### src/rtl/cfg_req_pkg.sv
package cfg_req_pkg;

  localparam logic [31:0] RD_TOP_DW = 32'h0400_0001;
  localparam logic [31:0] WR_TOP_DW = 32'h4400_0001;
  localparam logic [31:0] TAG_DW_BASE = 32'h0000_2000;
  localparam int ERR_BIT = 13;

  typedef enum logic [1:0] {ST_IDLE, ST_SEND, ST_WAIT, ST_FIN} eng_state_e;

  // all-ones of the access size
  function automatic logic [31:0] size_ones(input logic [1:0] size);
    case (size)
      2'd0:    size_ones = 32'h0000_00FF;
      2'd1:    size_ones = 32'h0000_FFFF;
      default: size_ones = 32'hFFFF_FFFF;
    endcase
  endfunction

  function automatic logic [3:0] lane_enables(input logic [1:0] size, input logic [1:0] off2);
    case (size)
      2'd0:    lane_enables = 4'b0001 << off2;
      2'd1:    lane_enables = off2[1] ? 4'b1100 : 4'b0011;
      default: lane_enables = 4'b1111;
    endcase
  endfunction

  function automatic logic [31:0] to_lanes(input logic [31:0] wdata, input logic [1:0] size,
                                           input logic [1:0] off2);
    to_lanes = (wdata & size_ones(size)) << {off2, 3'b000};
  endfunction

  function automatic logic [31:0] from_lanes(input logic [31:0] data, input logic [1:0] size,
                                             input logic [1:0] off2);
    from_lanes = (data >> {off2, 3'b000}) & size_ones(size);
  endfunction

  // seven-value tag space: a stored 7 folds to 0
  function automatic logic [2:0] tag_fold(input logic [2:0] t);
    tag_fold = (t == 3'd7) ? 3'd0 : t;
  endfunction

  function automatic logic [127:0] build_hdr(input logic wr, input logic [7:0] bus,
                                             input logic [4:0] dev, input logic [2:0] fn,
                                             input logic [15:0] off, input logic [2:0] tag,
                                             input logic [3:0] be);
    logic [31:0] top_dw, tag_dw, adr_dw;
    top_dw = (wr ? WR_TOP_DW : RD_TOP_DW) | (32'(bus != 8'd0) << 24);
    tag_dw = TAG_DW_BASE | {21'd0, tag, 8'd0} | {28'd0, be};
    adr_dw = {bus, dev, fn, off[15:2], 2'b00};
    build_hdr = {top_dw, tag_dw, adr_dw, 32'd0};
  endfunction

endpackage

### src/rtl/cfg_tag_gen.sv
module cfg_tag_gen (
  input  logic       clk,
  input  logic       rst_n,
  input  logic       advance,
  output logic [2:0] cur_tag
);
  import cfg_req_pkg::*;

  logic [2:0] stored_q;

  assign cur_tag = tag_fold(stored_q);

  always_ff @(posedge clk or negedge rst_n) begin
    if (!rst_n)       stored_q <= 3'd0;
    else if (advance) stored_q <= cur_tag + 3'd1;
  end
endmodule

### src/rtl/cfg_lane_align.sv
module cfg_lane_align (
  input  logic        is_write,
  input  logic [1:0]  size,
  input  logic [1:0]  off2,
  input  logic [31:0] wdata,
  input  logic [31:0] cpl_data,
  output logic [3:0]  be,
  output logic [31:0] wdata_lanes,
  output logic [31:0] rdata_aligned
);
  import cfg_req_pkg::*;

  always_comb begin
    be            = is_write ? lane_enables(size, off2) : 4'hF;
    wdata_lanes   = is_write ? to_lanes(wdata, size, off2) : 32'd0;
    rdata_aligned = from_lanes(cpl_data, size, off2);
  end
endmodule

### src/rtl/cfg_hdr_build.sv
module cfg_hdr_build #(
  parameter int OFF_W = 12
) (
  input  logic             is_write,
  input  logic [7:0]       bus,
  input  logic [4:0]       dev,
  input  logic [2:0]       fn,
  input  logic [OFF_W-1:0] off,
  input  logic [2:0]       tag,
  input  logic [3:0]       be,
  output logic [127:0]     hdr
);
  import cfg_req_pkg::*;

  logic [15:0] off16;

  assign off16 = 16'(off);
  assign hdr   = build_hdr(is_write, bus, dev, fn, off16, tag, be);
endmodule

### src/rtl/cfg_req_engine.sv
module cfg_req_engine #(
  parameter int TX_TIMEOUT  = 64,
  parameter int CPL_TIMEOUT = 256,
  parameter int OFF_W       = 12
) (
  input  logic             clk,
  input  logic             rst_n,
  input  logic             req_valid,
  input  logic             req_write,
  input  logic [7:0]       req_bus,
  input  logic [4:0]       req_dev,
  input  logic [2:0]       req_fn,
  input  logic [OFF_W-1:0] req_off,
  input  logic [1:0]       req_size,
  input  logic [31:0]      req_wdata,
  output logic             busy,
  output logic             done,
  output logic [31:0]      rdata,
  output logic             tx_valid,
  input  logic             tx_ready,
  output logic [127:0]     tx_hdr,
  output logic [31:0]      tx_data,
  input  logic             cpl_valid,
  input  logic [2:0]       cpl_tag,
  input  logic [31:0]      cpl_desc,
  input  logic [31:0]      cpl_data
);
  import cfg_req_pkg::*;

  localparam int TO_MAX = (TX_TIMEOUT > CPL_TIMEOUT) ? TX_TIMEOUT : CPL_TIMEOUT;
  localparam int CNT_W  = $clog2(TO_MAX + 1);
  localparam logic [CNT_W-1:0] TX_LAST  = CNT_W'(TX_TIMEOUT - 1);
  localparam logic [CNT_W-1:0] CPL_LAST = CNT_W'(CPL_TIMEOUT - 1);

  eng_state_e       st_q;
  logic [CNT_W-1:0] cnt_q;
  logic             wr_q;
  logic [7:0]       bus_q;
  logic [4:0]       dev_q;
  logic [2:0]       fn_q;
  logic [OFF_W-1:0] off_q;
  logic [1:0]       size_q;
  logic [31:0]      wdata_q;
  logic [31:0]      rdata_q;

  // named internal events
  logic       accept, filtered, tx_fire, tx_expire, cpl_hit, cpl_expire, tag_advance;
  logic [2:0] cur_tag;
  logic [3:0] be;
  logic [31:0] wlanes, ralign;

  assign accept      = req_valid && (st_q == ST_IDLE);
  assign filtered    = !req_write && ((req_bus == 8'd1) || (req_bus == 8'd2)) && (req_dev != 5'd0);
  assign tx_fire     = (st_q == ST_SEND) && tx_ready;
  assign tx_expire   = (st_q == ST_SEND) && !tx_ready && (cnt_q == TX_LAST);
  assign cpl_hit     = (st_q == ST_WAIT) && cpl_valid && (cpl_tag == cur_tag);
  assign cpl_expire  = (st_q == ST_WAIT) && !cpl_hit && (cnt_q == CPL_LAST);
  assign tag_advance = tx_expire || cpl_hit || cpl_expire;

  cfg_tag_gen u_tag (
    .clk(clk), .rst_n(rst_n), .advance(tag_advance), .cur_tag(cur_tag)
  );

  cfg_lane_align u_lanes (
    .is_write(wr_q), .size(size_q), .off2(off_q[1:0]), .wdata(wdata_q),
    .cpl_data(cpl_data), .be(be), .wdata_lanes(wlanes), .rdata_aligned(ralign)
  );

  cfg_hdr_build #(.OFF_W(OFF_W)) u_hdr (
    .is_write(wr_q), .bus(bus_q), .dev(dev_q), .fn(fn_q), .off(off_q),
    .tag(cur_tag), .be(be), .hdr(tx_hdr)
  );

  always_ff @(posedge clk or negedge rst_n) begin
    if (!rst_n) begin
      st_q    <= ST_IDLE;
      cnt_q   <= '0;
      wr_q    <= 1'b0;
      bus_q   <= '0;
      dev_q   <= '0;
      fn_q    <= '0;
      off_q   <= '0;
      size_q  <= '0;
      wdata_q <= '0;
      rdata_q <= '0;
    end else begin
      case (st_q)
        ST_IDLE: if (accept) begin
          wr_q    <= req_write;
          bus_q   <= req_bus;
          dev_q   <= req_dev;
          fn_q    <= req_fn;
          off_q   <= req_off;
          size_q  <= req_size;
          wdata_q <= req_wdata;
          cnt_q   <= '0;
          if (filtered) begin
            rdata_q <= size_ones(req_size);
            st_q    <= ST_FIN;
          end else begin
            st_q    <= ST_SEND;
          end
        end
        ST_SEND: begin
          if (tx_fire) begin
            cnt_q <= '0;
            st_q  <= ST_WAIT;
          end else if (tx_expire) begin
            rdata_q <= size_ones(size_q);
            st_q    <= ST_FIN;
          end else begin
            cnt_q <= cnt_q + 1'b1;
          end
        end
        ST_WAIT: begin
          if (cpl_hit) begin
            if (wr_q)                    rdata_q <= 32'd0;
            else if (cpl_desc[ERR_BIT])  rdata_q <= size_ones(size_q);
            else                         rdata_q <= ralign;
            st_q <= ST_FIN;
          end else if (cpl_expire) begin
            rdata_q <= size_ones(size_q);
            st_q    <= ST_FIN;
          end else begin
            cnt_q <= cnt_q + 1'b1;
          end
        end
        default: st_q <= ST_IDLE;
      endcase
    end
  end

  assign busy     = (st_q != ST_IDLE);
  assign done     = (st_q == ST_FIN);
  assign rdata    = rdata_q;
  assign tx_valid = (st_q == ST_SEND);
  assign tx_data  = wlanes;
endmodule

### config.mk
export PLATFORM = sky130hd
export DESIGN_NAME = cfg_req_engine
export DESIGN_NICKNAME = d
export VERILOG_FILES = /design/src/rtl/cfg_req_pkg.sv /design/src/rtl/cfg_tag_gen.sv /design/src/rtl/cfg_lane_align.sv /design/src/rtl/cfg_hdr_build.sv /design/src/rtl/cfg_req_engine.sv
export SDC_FILE = /design/constraint.sdc
export NUM_CORES = 1
export LEC_CHECK = 0
export ABC_CLOCK_PERIOD_IN_PS = 3050
export BUFFER_PORTS_ARGS = -buffer_cell sky130_fd_sc_hd__buf_2
export CAP_MARGIN = 25
export CORE_AREA = 2 2 127 129
export DETAILED_ROUTE_END_ITERATION = 10
export DIE_AREA = 0 0 129 131
export PLACE_DENSITY_LB_ADDON = 0.3
export SYNTH_ARGS = -nofsm -noshare
export SYNTH_HDL_FRONTEND = slang
export SYNTH_SLANG_ARGS = --single-unit
### constraint.sdc
create_clock -name clk -period 3.05 [get_ports clk]
set_input_delay 0.305 -clock clk [delete_from_list [all_inputs] [get_ports clk]]
set_output_delay 0.305 -clock clk [all_outputs]
set_load 0.05 [all_outputs]
* Word level (Yosys, flattened, before mapping)
Cells that the tools add are included.
Storage, ports and cells: logic and storage cells 97, output and inout bits 195, input bits 135, bits in registers 109
Cells by class: $add $sub $neg 2, bitwise logic cells 4, muxes and demuxes 30, eq/ne operators 20, reductions and logical operators 27, shifts and indexed selects 3
Operator list (number):
- $mux 32 | 9
- $pmux 32 s2 | 2
- $pmux 32 s3 | 1
- $and 32x32->32 | 2
- $mux 9 | 5
- $or 32x25->32 | 1
- $shl 32x5->32 | 1
- $shr 32x5->32 | 1
- $mux 31 | 1
- $pmux 9 s3 | 1
- $or 14x4->14 | 1
- $mux 2 | 6
- $logic_and 1x1->1 | 10
- $ne 2x2->1 const B | 5
- $add 9x1->9 const B | 1
- $eq 9x6->1 const B | 1
- $eq 9x8->1 const B | 1
- $eq 8x1->1 const B | 1
- $eq 8x2->1 const B | 1
- $mux 4 | 2
- $pmux 4 s2 | 1
- $reduce_bool 8->1 | 1
- $eq 2x1->1 const B | 3
- $logic_not 2->1 | 3
- other kinds (19) | 25

* Logic depth before layout (Yosys ltp)
depth after elaboration 10, depth in mapped cells 12, depth with buffers taken out 10

* By module
Synthesis repeated with hierarchy kept, for this count alone.
Second synthesis, totals: cell total of the unflattened synthesis 746, area total of the unflattened synthesis 7322.0 um^2
By module, submodules not included:
- cfg_req_engine | times used 1, seq. area each 2652.5 um^2, area an instance 4932.2 um^2, cells each 398
- cfg_lane_align | times used 1, seq. area each 0.0 um^2, area an instance 1260.0 um^2, cells each 203
- cfg_hdr_build | times used 1, seq. area each 0.0 um^2, area an instance 977.2 um^2, cells each 132
- cfg_tag_gen | times used 1, seq. area each 75.1 um^2, area an instance 152.6 um^2, cells each 13

* Worst setup path before layout
Ideal clock, no wire load.
path type reg2reg, start reg u_tag.stored_q[0], end reg rdata_q[10] (netlist: rdata[10]), period minus slack after synthesis 3.034 ns, arrival time 2.908 ns, required time 2.925 ns, library setup time 0.125 ns, path slack 0.016 ns, cell stages (with the launch flop) 8, path through dfrtp_1 > ha_1 > nor2b_1 > xnor2_1 > o2111ai_1 > a2111oi_4 > buf_6 > mux2_4
On the way: longest elaborated chain between the ends 9, elaborated cells on any way between the ends 11, those cells by class eq/ne: 3; mux: 3; reduce/logical: 5
RTL lines:
- from (decl) | RTL line cfg_tag_gen.sv:9 | logic [2:0] stored_q;
- from (signal assigned) | RTL line cfg_tag_gen.sv:15 | else if (advance) stored_q <= cur_tag + 3'd1;
- $eq 3x3->1 | RTL line cfg_req_pkg.sv:39 | tag_fold = (t == 3'd7) ? 3'd0 : t;
- $mux 3 (*) | RTL line cfg_req_pkg.sv:39
- $eq 3x3->1 (*) | RTL line cfg_req_engine.sv:56 | assign cpl_hit = (st_q == ST_WAIT) && cpl_valid && (cpl_tag == cur_tag);
- $logic_and 1x1->1 (*) | RTL line cfg_req_engine.sv:56
- $logic_not 1->1 | RTL line cfg_req_engine.sv:57 | assign cpl_expire = (st_q == ST_WAIT) && !cpl_hit && (cnt_q == CPL_LAST);
- $logic_and 1x1->1 (2 in a row) | RTL line cfg_req_engine.sv:57
- $ne 3x3->1 (no line)
- $reduce_and 6->1 (no line)
- to (signal assigned) | RTL line cfg_req_engine.sv:98 | rdata_q <= size_ones(req_size);
- to (signal assigned) | RTL line cfg_req_engine.sv:109 | rdata_q <= size_ones(size_q);
- to (signal assigned) | RTL line cfg_req_engine.sv:118 | else if (cpl_desc[ERR_BIT]) rdata_q <= size_ones(size_q);
- to (decl) | RTL line cfg_req_engine.sv:44 | logic [31:0] rdata_q;
Every way passes the cells marked *; elsewhere a longest branch is shown, timed or not. A chain may end at the register's enable or synchronous reset.

* Worst setup path in the final report
start reg cnt_q[0], end reg cnt_q[6]
On the way: longest elaborated chain between the ends 4, elaborated cells on any way between the ends 13, those cells by class add/sub: 1; eq/ne: 4; mux: 5; reduce/logical: 3
RTL lines:
- from (decl) | RTL line cfg_req_engine.sv:36 | logic [CNT_W-1:0] cnt_q;
- from (signal assigned) | RTL line cfg_req_engine.sv:112 | cnt_q <= cnt_q + 1'b1;
- from (signal assigned) | RTL line cfg_req_engine.sv:125 | cnt_q <= cnt_q + 1'b1;
- $add 9x1->9, or another cell as far along | RTL line cfg_req_engine.sv:112, cfg_req_engine.sv:125
- $mux 9, or another cell as far along | RTL line cfg_req_engine.sv:121 | end else if (cpl_expire) begin
- $mux 9, or another cell as far along | RTL line cfg_req_engine.sv:116 | if (cpl_hit) begin
- $pmux 9 s3 or $reduce_and 5->1 (tied branches)
Parallel ways exist; a longest one is shown, timed or not. The select of a mux whose other input is x is not followed.

==> results.md <==
* Synth area leader: dfrtp_1
* Synth Flop Type: dfrtp_1
* Sw power at about 6.0 mW
* Worst-Margin Slew at roughly 0.93 ns
* Type of the worst setup path: register to register
* Io pins at 330
* Post-Place Cells at approximately 1100
* Share of layout cells above drive strength 1 at a little over a third
* Sequential share of power at a little under a quarter
* Crit-path max cell delay at ~0.50 ns
* Unique masters post-synth at 50
* Gr usage total at 22.1%
* Pint at about 5.2 mW
* CTS tree: done
* Unrepaired setup endpoints after global routing: no
* Worst path arrival time at 3.00 ns
* Most instantiated library cell after synthesis: dfrtp_1
* Syn Area/Cell at around 9.9 um2
* Fin nets at approximately 1000
* Setup Skew at between 0.008 and 0.009 ns
* Final Max Slew Viols at 0
* Switching part of the total at a little over half
* R2r setup slk at 0.31 ns
* Part of the cycle the worst path needs at 89.8%
* Initial antenna violation count at 2
* Logic pwr share at 65.4%
* Routed wl met3 at ~1500 um
* Final Hold Viols at 0
* H-tree depth at 3
* Final wirelength at approximately 19000 um
* Fin crit period at roughly 2.7 ns
* RePlAce Congestion at about 0.84
* Global-route wire length before repair at 29100 um
* WL met2 at roughly 9000 um
* # clock sinks at 109
* Detailed placer's ending HPWL at 14000 um
* Core Rows at 46
* Core Box Area at 0.0156 mm2
* Largest net degree at the start of global routing at between 50 and 60
* Yosys top cell area share at about two fifths
* Synth Cell Area at around 0.0071 mm2
* Die height at 131 um
* Status: completed
* Pwr per Cell Area at 1360 mW/mm2
* Most common cell on crit path: ha_1
* Hold Path Class: input port to register
* Detailed-router iteration count before antenna repair at 5
* Post-synth EDFFs at 0
* Required time of the critical path at approximately 3.3 ns
* Synth warn at 0
* Initial Util at 45.6%
* ANT nets after route at 0
* Leak pwr at 4.19 nW
* Cells taking the most area after synthesis: dfrtp_1, buf_4, mux2_2
* Async S/R FF share, synth at 100%
* Synth cell count leaders: dfrtp_1, buf_4, mux2_2
* Max IR drop VDD at 0.683 mV
* Max layer used: met5
* Max Cap Viol at 0
* Final setup TNS at 0 ns
* CP Capture Type: register
* Port Buffers at 205
* Worst setup margin at between 0.3 and 0.4 ns
* FF+latch count, synth at 109
* Vias per cell at a little over 5
* Vias in the first global route at roughly 5400
* Wire length per cell at between 15 and 20 um
* CTS buffer count at 9
* Slowest stage cell on the critical path: or3_1
* GRT overflow at 0
* Vias at 5761
* Post-Route M1 WL at 7960 um
* Clock power frac at 11.2%
* Worst path cell trace: ha_1 -> nand3_1 -> nor2_1 -> and3_1 -> ha_1 -> and2_1 -> a41oi_1 -> nand2b_1 -> or3_1 -> o41ai_1
* Max-slew headroom at a little under two fifths
* Clock slew at reported path FFs at ~0.080 ns
* Place WS at approximately 0.35 ns
* DR iter-0 viols at about 380
* Root buf cell: clkbuf_16
* Worst-path fanout max at 7
* Layout Cells excl Fill at 1120
* FMAX at 365 MHz
* Post-synthesis cell count at 720
* Post-synthesis sequential area ratio at 38.3%
* DRC Markers at 0
* Crit path launch type: register
* Worst-Skew Late Latency at about 0.36 ns
* Post-CTS Setup Bufs at 0
* Clk buf depth at 2
* Die area at 0.0169 mm2
* Layout area overhead at 16.2%
* Setup-failing EPs final at 0
* Chip width at about 130 um
cell usage in the layout (no fill, tap or decap), drive strengths merged, types with 4 or more instances in the layout:
cell      n
o31ai    10
o21ai    20
inv      21
nand2    53
dfrtp   109
buf     222
mux2     89
nor2b    15
nand2b    4
clkbuf   10
mux2i    41
and2     22
a221o     8
and3     10
a221oi    8
nor3      6
ha        7
nand3    15
a31oi    10
a21oi    49
nor2     40
conb     93
o31a      8
timing repair:
action | 4_1_cts | 5_1_grt
setup endpoints to repair | 0 | 0
hold buffers | 1 | 0
gates resized for setup | 0 | 0
endpoints found under the hold margin | 36 | 0
metal layers:
metal / GRT usage (%) / up-vias
li1: - / 2694
met1: 28.5 / 2737
met2: 37.0 / 305
met3: 4.93 / 23
met4: 7.61 / 2
met5: 0 / -
registers in the layout (all words and copies together), names as in the netlist:
signal,flops
bus_q,8
cnt_q,9
dev_q,5
fn_q,3
off_q,12
rdata,32
size_q,2
st_q,2
u_tag.stored_q,3
wdata_q,32
wr_q,1
stage by stage:
step	instance area, um2	utilization (%)	power, mW	hold WS [ns]
after CTS	8260	53.0	11.3	0.161
after detailed placement	7940	50.9	9.97	0.326
final	8270	53.0	11.2	0.168
after global routing	8260	53.0	11.9	0.168
after global placement	7940	50.9	9.91	0.322
after floorplan	7450	-	8.53	0.00941
logic make-up (layout without fill, tap and decap cells):
logic type,after synthesis,after routing,share of synthesized area [%]
xor gates and xnor gates,3,3,0.369
DFF,109,109,38.3
buffers and inverters,165,257,14.8
and+or+nand+nor,174,174,11.9
muxes,130,130,21.0
adders and majority gates,7,7,1.23
AOI/OAI and AO/OA,130,130,12.3
other,2,94,0.106
power groups by stage:
| stage | sequential [mW] | clock (mW) | combinational, mW |
|---|---|---|---|
| finish | 2.62 | 1.26 | 7.34 |
| global placement | 2.63 | 0 | 7.28 |
| floorplan | 3.52 | 0 | 5.01 |
| CTS | 2.63 | 1.30 | 7.35 |
| detailed placement | 2.65 | 0 | 7.32 |
| global route | 2.71 | 1.35 | 7.86 |
final timing paths:
check | from | to | cells past startpoint
worst max-delay path | cnt_q[0]$_DFFE_PN0P_ | cnt_q[6]$_DFFE_PN0P_ | 10
worst min-delay path | req_wdata[1] | wdata_q[1]$_DFFE_PN0P_ | 2
worst max register to register | cnt_q[0]$_DFFE_PN0P_ | cnt_q[6]$_DFFE_PN0P_ | 10
worst min register to register | dev_q[0]$_DFFE_PN0P_ | dev_q[0]$_DFFE_PN0P_ | 1
max in group asynchronous | rst_n | rdata[30]$_DFFE_PN0P_ | 3
min in group asynchronous | rst_n | fn_q[2]$_DFFE_PN0P_ | 2
layout make-up:
cell class | instances | area [um2]
multi-input cells | 537 | 3680
repair buffers | 223 | 1200
clock inverters | 6 | 77.6
flip-flops and latches | 109 | 2730
inverters | 18 | 67.6
diodes | 1 | 2.50
well taps | 216 | 270
clock buffers | 10 | 239
fillers | 1472 | 7330
critical path: cells and delay by family (launching register included):
| kind | cells | cell delay [ns] |
|---|---|---|
| simple gates | 6 | 1.17 |
| compound gates | 2 | 0.59 |
| fa+ha+maj | 2 | 0.44 |
| flops | 1 | 0.43 |
Power figures use the tool's default switching activity.
